### src/rtl/kwdg_pkg.sv
package kwdg_pkg;
  localparam int KEY_W = 16;
  localparam int PRE_W = 3;
  localparam int PSC_W = 8;
  localparam logic [KEY_W-1:0] KEY_UNLOCK  = 16'h5555;
  localparam logic [KEY_W-1:0] KEY_REFRESH = 16'hAAAA;
  localparam logic [KEY_W-1:0] KEY_START   = 16'hCCCC;
  localparam logic [PRE_W-1:0] PRE_MAX     = 3'd6;

  typedef enum logic [1:0] {
    SEL_KEY  = 2'd0,
    SEL_PRE  = 2'd1,
    SEL_RLD  = 2'd2,
    SEL_STAT = 2'd3
  } reg_sel_e;

  // Out-of-range codes saturate at the slowest divide.
  function automatic logic [PRE_W-1:0] clamp_code(input logic [PRE_W-1:0] c);
    return (c > PRE_MAX) ? PRE_MAX : c;
  endfunction

  // Number of ticks per counter step: 4 shifted left by the code.
  function automatic logic [PSC_W:0] div_ratio(input logic [PRE_W-1:0] c);
    logic [PSC_W:0] base;
    base = (PSC_W+1)'(4);
    return base << clamp_code(c);
  endfunction
endpackage

### src/rtl/kwdg_cfg_slot.sv
module kwdg_cfg_slot #(
  parameter int W       = 12,
  parameter int LAT     = 5,
  parameter logic [W-1:0] RST_VAL = '0
) (
  input  logic         clk,
  input  logic         rst_n,
  input  logic         tick,
  input  logic         wr_ok,
  input  logic [W-1:0] wr_val,
  output logic [W-1:0] shadow,
  output logic [W-1:0] active,
  output logic         busy,
  output logic         accept
);
  localparam int LW = $clog2(LAT + 1);
  localparam logic [LW-1:0] LAT_V = LW'(LAT);

  logic [LW-1:0] lat_cnt;

  assign busy   = (lat_cnt != '0);
  assign accept = wr_ok && !busy;

  always_ff @(posedge clk) begin
    if (!rst_n) begin
      shadow  <= RST_VAL;
      active  <= RST_VAL;
      lat_cnt <= '0;
    end else if (accept) begin
      shadow  <= wr_val;
      lat_cnt <= LAT_V;
    end else if (tick && busy) begin
      lat_cnt <= lat_cnt - 1'b1;
      if (lat_cnt == LW'(1)) active <= shadow;
    end
  end
endmodule

### src/rtl/kwdg_countdown.sv
module kwdg_countdown
  import kwdg_pkg::*;
#(
  parameter int RLD_W = 12,
  parameter logic [RLD_W-1:0] RLD_RST = '1
) (
  input  logic             clk,
  input  logic             rst_n,
  input  logic             tick,
  input  logic             start,
  input  logic             refresh,
  input  logic [PRE_W-1:0] pre_code,
  input  logic [RLD_W-1:0] rld_val,
  output logic             running,
  output logic             step,
  output logic             expire,
  output logic             rst_req
);
  logic [PSC_W-1:0] psc;
  logic [RLD_W-1:0] cnt;
  logic [PSC_W:0]   div_m1;

  assign div_m1 = div_ratio(pre_code) - 1'b1;
  assign step   = running && tick && ({1'b0, psc} >= div_m1);
  assign expire = step && (cnt == '0);

  always_ff @(posedge clk) begin
    if (!rst_n) begin
      running <= 1'b0;
      psc     <= '0;
      cnt     <= RLD_RST;
      rst_req <= 1'b0;
    end else begin
      rst_req <= expire;
      if (start) running <= 1'b1;
      if (start || refresh) begin
        psc <= '0;
        cnt <= rld_val;
      end else if (running && tick) begin
        if (step) begin
          psc <= '0;
          cnt <= (cnt == '0) ? rld_val : cnt - 1'b1;
        end else begin
          psc <= psc + 1'b1;
        end
      end
    end
  end
endmodule

### src/rtl/keyed_watchdog.sv
module keyed_watchdog
  import kwdg_pkg::*;
#(
  parameter int RLD_W = 12,
  parameter int LAT   = 5
) (
  input  logic              clk,
  input  logic              rst_n,
  input  logic              tick_in,
  input  logic              wr_en,
  input  logic [1:0]        wr_sel,
  input  logic [KEY_W-1:0]  wr_data,
  input  logic [1:0]        rd_sel,
  output logic [KEY_W-1:0]  rd_data,
  output logic              rst_req
);
  localparam logic [RLD_W-1:0] RLD_RST = '1;

  logic key_wr, ev_unlock, ev_refresh, ev_start;
  logic unlocked;
  logic pre_wr_ok, rld_wr_ok, pre_accept, rld_accept;
  logic pre_busy, rld_busy;
  logic [PRE_W-1:0] pre_shadow, pre_active;
  logic [RLD_W-1:0] rld_shadow, rld_active;
  logic running, step, expire;

  // Key decode
  assign key_wr     = wr_en && (wr_sel == SEL_KEY);
  assign ev_unlock  = key_wr && (wr_data == KEY_UNLOCK);
  assign ev_refresh = key_wr && (wr_data == KEY_REFRESH);
  assign ev_start   = key_wr && (wr_data == KEY_START);

  always_ff @(posedge clk) begin
    if (!rst_n)      unlocked <= 1'b0;
    else if (key_wr) unlocked <= ev_unlock;
  end

  assign pre_wr_ok = wr_en && (wr_sel == SEL_PRE) && unlocked;
  assign rld_wr_ok = wr_en && (wr_sel == SEL_RLD) && unlocked;

  kwdg_cfg_slot #(.W(PRE_W), .LAT(LAT), .RST_VAL('0)) u_pre (
    .clk(clk), .rst_n(rst_n), .tick(tick_in), .wr_ok(pre_wr_ok),
    .wr_val(clamp_code(wr_data[PRE_W-1:0])),
    .shadow(pre_shadow), .active(pre_active), .busy(pre_busy), .accept(pre_accept)
  );

  kwdg_cfg_slot #(.W(RLD_W), .LAT(LAT), .RST_VAL(RLD_RST)) u_rld (
    .clk(clk), .rst_n(rst_n), .tick(tick_in), .wr_ok(rld_wr_ok),
    .wr_val(wr_data[RLD_W-1:0]),
    .shadow(rld_shadow), .active(rld_active), .busy(rld_busy), .accept(rld_accept)
  );

  kwdg_countdown #(.RLD_W(RLD_W), .RLD_RST(RLD_RST)) u_cnt (
    .clk(clk), .rst_n(rst_n), .tick(tick_in), .start(ev_start), .refresh(ev_refresh),
    .pre_code(pre_active), .rld_val(rld_active),
    .running(running), .step(step), .expire(expire), .rst_req(rst_req)
  );

  always_comb begin
    rd_data = '0;
    case (rd_sel)
      SEL_PRE:  rd_data[PRE_W-1:0] = pre_shadow;
      SEL_RLD:  rd_data[RLD_W-1:0] = rld_shadow;
      SEL_STAT: rd_data[1:0]       = {rld_busy, pre_busy};
      default:  rd_data = '0;
    endcase
  end
endmodule

### config.mk
export PLATFORM = sky130hd
export DESIGN_NAME = keyed_watchdog
export DESIGN_NICKNAME = d
export VERILOG_FILES = /design/src/rtl/kwdg_pkg.sv /design/src/rtl/kwdg_cfg_slot.sv /design/src/rtl/kwdg_countdown.sv /design/src/rtl/keyed_watchdog.sv
export SDC_FILE = /design/constraint.sdc
export NUM_CORES = 1
export LEC_CHECK = 0
export BUFFER_PORTS_ARGS = -buffer_cell sky130_fd_sc_hd__buf_2
export CORE_MARGIN = 2
export CORE_UTILIZATION = 60
export CTS_BUF_LIST = sky130_fd_sc_hd__clkbuf_4 sky130_fd_sc_hd__clkbuf_8 sky130_fd_sc_hd__clkbuf_16
export CTS_CLUSTER_SIZE = 8
export DETAILED_ROUTE_END_ITERATION = 8
export HOLD_SLACK_MARGIN = 0.1
export PLACE_DENSITY_LB_ADDON = 0.25
export SLEW_MARGIN = 25
export SYNTH_ARGS = -nofsm -noshare
export SYNTH_HDL_FRONTEND = slang
export SYNTH_SLANG_ARGS = --single-unit
### constraint.sdc
create_clock -name clk -period 4.9 [get_ports clk]
set_clock_uncertainty 0.2 [all_clocks]
set_input_delay 1.225 -clock clk [delete_from_list [all_inputs] [get_ports clk]]
set_output_delay 1.225 -clock clk [all_outputs]
set_load 0.05 [all_outputs]
==> impl_metrics.prom <==
# TYPE chip_impl_metric gauge
chip_impl_info{name="status",value="completed"} 1
chip_impl_metric{name="finalMaxSlewViolations",unit=""} 0
chip_impl_metric{name="viasPerCell",unit=""} 5.99
chip_impl_metric{name="cts.sink_count",unit=""} 59
chip_impl_metric{name="clock_transition_at_the_register_clock_pins_on_the_worst_setup_and_hold_paths_after_cts",unit="ns"} 0.07
chip_impl_metric{name="portion_of_the_post_synthesis_area_used_by_sequential_elements",unit=""} 0.361
chip_impl_metric{name="yosysWarnings",unit=""} 0
chip_impl_metric{name="synthArstFlopShare",unit=""} 0
chip_impl_metric{name="routedWlPerCell",unit="um"} 15.6
chip_impl_metric{name="fillers",unit=""} 413
chip_impl_metric{name="critical_path_required",unit="ns"} 3.47
chip_impl_metric{name="timing.setup.tns",unit="ns"} 0
chip_impl_metric{name="core_area",unit="um^2"} 5170
chip_impl_info{name="yosys-top-cells-area",value="dfxtp_1 (36%), nand2_1 (7.9%), ha_1 (7.3%)"} 1
chip_impl_metric{name="floorplan.initialDensity",unit=""} 0.633
chip_impl_info{name="hold_path_class",value="reg -> reg"} 1
chip_impl_metric{name="finalHoldViolations",unit=""} 0
chip_impl_info{name="start_kind",value="input port"} 1
chip_impl_metric{name="timing.max_cap.violations",unit=""} 0
chip_impl_metric{name="cpPeakStageDelay",unit="ns"} 0.34
chip_impl_metric{name="finalCritPeriodShare",unit=""} 0.768
chip_impl_info{name="layout_common_cells",value="nand2_1 (69), dfxtp_1 (59), buf_2 (36), nand3_1 (33), nor2_1 (30)"} 1
chip_impl_metric{name="timing.max_slew.rel_slack",unit=""} 0.422
chip_impl_metric{name="portion_of_total_power_attributed_to_the_clock_network",unit=""} 0.337
chip_impl_metric{name="placementRows",unit=""} 26
chip_impl_metric{name="maximum_vdd_ir_drop",unit="V"} 0.000170
chip_impl_metric{name="finalCoreUtilization",unit=""} 0.706
chip_impl_info{name="critPathMostFrequentCell",value="buf_2"} 1
chip_impl_metric{name="cts_buffers",unit=""} 9
chip_impl_metric{name="die_h",unit="um"} 77.9
chip_impl_metric{name="clk-insertion-delay-late",unit="ns"} 0.34
chip_impl_metric{name="gp_routability_congestion",unit=""} 0.886
chip_impl_metric{name="mean_instance_size_in_the_synthesized_netlist",unit="um^2"} 8.29
chip_impl_metric{name="multi_input_area",unit="um^2"} 1970
chip_impl_info{name="path_class",value="in -> out"} 1
chip_impl_metric{name="drt_iter0_drc",unit=""} 208
chip_impl_info{name="rsz0062_at_grt",value="false"} 1
chip_impl_metric{name="routed-via-count",unit=""} 3001
chip_impl_metric{name="grt_antenna_before_repair",unit=""} 0
chip_impl_info{name="most_common_cell_after_layout_fill_and_taps_aside",value="nand2_1"} 1
chip_impl_metric{name="power.switching_fraction",unit=""} 0.312
chip_impl_metric{name="gr-usage-all-layers",unit=""} 0.273
chip_impl_metric{name="p_per_area",unit="nW/um^2"} 305
chip_impl_info{name="yosysTopAreaCell",value="dfxtp_1"} 1
chip_impl_metric{name="drc_errors",unit=""} 0
chip_impl_metric{name="final-seq-area",unit="um^2"} 1180
chip_impl_metric{name="die-width",unit="um"} 77.9
chip_impl_info{name="cts_tree",value="built"} 1
chip_impl_metric{name="ctsHtreeMaxLevel",unit=""} 3
chip_impl_metric{name="clock_path_buffers",unit=""} 2
chip_impl_metric{name="grt_first_pass_wirelength",unit="um"} 13100
chip_impl_info{name="cts-root-buf",value="clkbuf_8"} 1
chip_impl_metric{name="num_io_pins",unit=""} 41
chip_impl_info{name="worstHoldStart",value="u_rld.active[3]$_SDFFE_PN1P_"} 1
chip_impl_metric{name="cp.arrival",unit="ns"} 2.34
chip_impl_metric{name="shortest_period_the_worst_path_allows",unit="ns"} 3.76
chip_impl_metric{name="tightestPinTransition",unit="ns"} 0.867
chip_impl_metric{name="synth_cell_types",unit=""} 64
chip_impl_metric{name="place.detailed.hpwl",unit="um"} 5760
chip_impl_metric{name="firstDrtPassIters",unit=""} 5
chip_impl_metric{name="netSwitchingPower",unit="uW"} 347
chip_impl_info{name="r2r-start",value="u_pre.active[2]$_SDFFE_PN0P_"} 1
chip_impl_info{name="path_cells",value="buf_2, inv_1, ha_1, a222oi_1, nor2_1, buf_2"} 1
chip_impl_metric{name="setup_viol_count_final",unit=""} 0
chip_impl_info{name="rr_endpoint",value="u_cnt.cnt[2]$_SDFFE_PN1P_"} 1
chip_impl_metric{name="critical_path_peak_fanout",unit=""} 12
chip_impl_metric{name="power_leakage",unit="uW"} 0.00157
chip_impl_metric{name="post_cts_resize_count",unit=""} 0
chip_impl_metric{name="synth_enable_flop_cells",unit=""} 0
chip_impl_info{name="worst_path_max_delay_cell",value="a222oi_1"} 1
chip_impl_metric{name="antenna_cells",unit=""} 0
chip_impl_metric{name="number_of_global_route_vias_before_repair",unit=""} 2783
chip_impl_metric{name="logic_pwr_share",unit=""} 0.191
chip_impl_metric{name="final_wl",unit="um"} 7810
chip_impl_metric{name="port_buffers",unit=""} 36
chip_impl_metric{name="max_freq",unit="GHz"} 0.266
chip_impl_metric{name="post_cts.repair.setup_buffers",unit=""} 0
chip_impl_metric{name="power_frac_seq",unit=""} 0.473
chip_impl_metric{name="ant_nets",unit=""} 0
chip_impl_metric{name="min_path_cells",unit=""} 2
chip_impl_metric{name="grt_max_degree",unit=""} 37
chip_impl_metric{name="reg2reg_setup_slack",unit="ns"} 2.15
chip_impl_metric{name="drive_gt1_frac",unit=""} 0.172
chip_impl_info{name="worst_hold_path_endpoint",value="u_rld.active[3]$_SDFFE_PN1P_"} 1
chip_impl_metric{name="syn_to_final_growth",unit="%"} 11.4
chip_impl_info{name="worst_setup_path_end_kind",value="output pin"} 1
chip_impl_metric{name="r2r_worst_path_depth",unit=""} 7
chip_impl_metric{name="postSynthRegisterBits",unit=""} 59
chip_impl_metric{name="internal_power",unit="uW"} 765
chip_impl_metric{name="cts_hold_buf",unit=""} 0
chip_impl_metric{name="grt-ovfl-total",unit=""} 0
chip_impl_metric{name="floorplan.die_area",unit="um^2"} 6070
chip_impl_metric{name="post-synth-top-area-fraction",unit=""} 0.361
chip_impl_metric{name="synth.cell_area",unit="um^2"} 3280
chip_impl_metric{name="final_nets",unit=""} 470
chip_impl_info{name="most_used_flip_flop_cell_after_synthesis",value="dfxtp_1"} 1
chip_impl_metric{name="synth_cells",unit=""} 395
worst max-delay path, delay by kind of cell:
family / cells / cell delay [ns]
compound gates: 1 / 0.34
fa+ha+maj: 1 / 0.33
buf+inv: 3 / 0.38
simple gates: 1 / 0.06
Yosys cell counts (3+ instances only):
| master | instances |
|---|---|
| nand2_1 | 69 |
| dfxtp_1 | 59 |
| nand3_1 | 33 |
| nor2_1 | 30 |
| a21oi_1 | 22 |
| ha_1 | 19 |
| inv_1 | 15 |
| clkbuf_1 | 12 |
| and2_1 | 11 |
| o21ai_0 | 9 |
| nor3_1 | 8 |
| xor2_1 | 8 |
| nor4bb_1 | 7 |
| nand4_1 | 5 |
| o211ai_1 | 5 |
| buf_4 | 4 |
| a211oi_1 | 3 |
| a211oi_2 | 3 |
| a21o_1 | 3 |
| a2bb2oi_1 | 3 |
| buf_2 | 3 |
| mux2i_1 | 3 |
| nor2b_1 | 3 |
| nor3b_1 | 3 |
| o21ai_1 | 3 |
| or4_1 | 3 |
| xnor2_1 | 3 |
stage by stage:
stage               hold slack (ns)  setup slack (ns)  power, uW  cell area, um^2  instances
global route                  0.306              1.04       1170             3650        501
CTS                           0.276              1.14       1110             3640        501
finish                        0.273              1.14       1110             3650        501
detailed placement            0.258              1.15        744             3480        486
floorplan                     0.234              1.05        688             3290        398
global placement              0.252              1.19        732             3480        486
sequential cells by signal (all words and copies together) (netlist names), 3 cells and up:
signal,cells
u_cnt.psc,8
u_pre.shadow,3
u_cnt.cnt,12
u_rld.lat_cnt,3
u_rld.shadow,12
u_pre.active,3
u_pre.lat_cnt,3
u_rld.active,12
cells by family (layout without fill, tap and decap cells):
group / after synthesis / count (layout) / synth area share
simple gates: 189 / 189 / 0.298
flops: 59 / 59 / 0.361
fa+ha+maj: 19 / 19 / 0.0726
compound gates: 77 / 77 / 0.178
mux: 5 / 5 / 0.0160
buf+inv: 34 / 67 / 0.0447
xor+xnor: 11 / 11 / 0.0294
other cells: 1 / 4 / 0.00114
layer usage:
layer  up-vias  share of wire  track usage
li1       1471              -            -
met2       101           0.49        0.473
met5         -              0            0
met1      1415           0.43        0.328
met4         0          0.014       0.0929
met3        14          0.059       0.0698
area by class of cell:
class                           count  share of cell area
Inverter                           15              0.0154
Clock buffer                       10              0.0360
Tap cell                           70              0.0240
Multi-Input combinational cell    305               0.541
Sequential cell                    59               0.324
Clock inverter                      5             0.00857
Timing Repair Buffer               37              0.0514
power by group through the flow:
| stage | logic [uW] | registers [uW] | clock network, uW |
|---|---|---|---|
| 2_1_floorplan | 157 | 531 | 0 |
| 3_3_place_gp | 197 | 534 | 0 |
| 3_5_place_dp | 208 | 536 | 0 |
| 4_1_cts | 210 | 525 | 379 |
| 5_1_grt | 238 | 529 | 399 |
| 6_report | 212 | 525 | 374 |
how the worst max path moves through the flow:
stage	endpoint	startpoint	cells after the start
after floorplan	rd_data[0]	rd_sel[0]	5
after global placement	rd_data[1]	rd_sel[0]	6
after detailed placement	rd_data[1]	rd_sel[0]	6
after CTS	rd_data[1]	rd_sel[0]	6
after global routing	rd_data[1]	rd_sel[0]	6
final	rd_data[1]	rd_sel[0]	6
(Power assumes the default switching activity.)
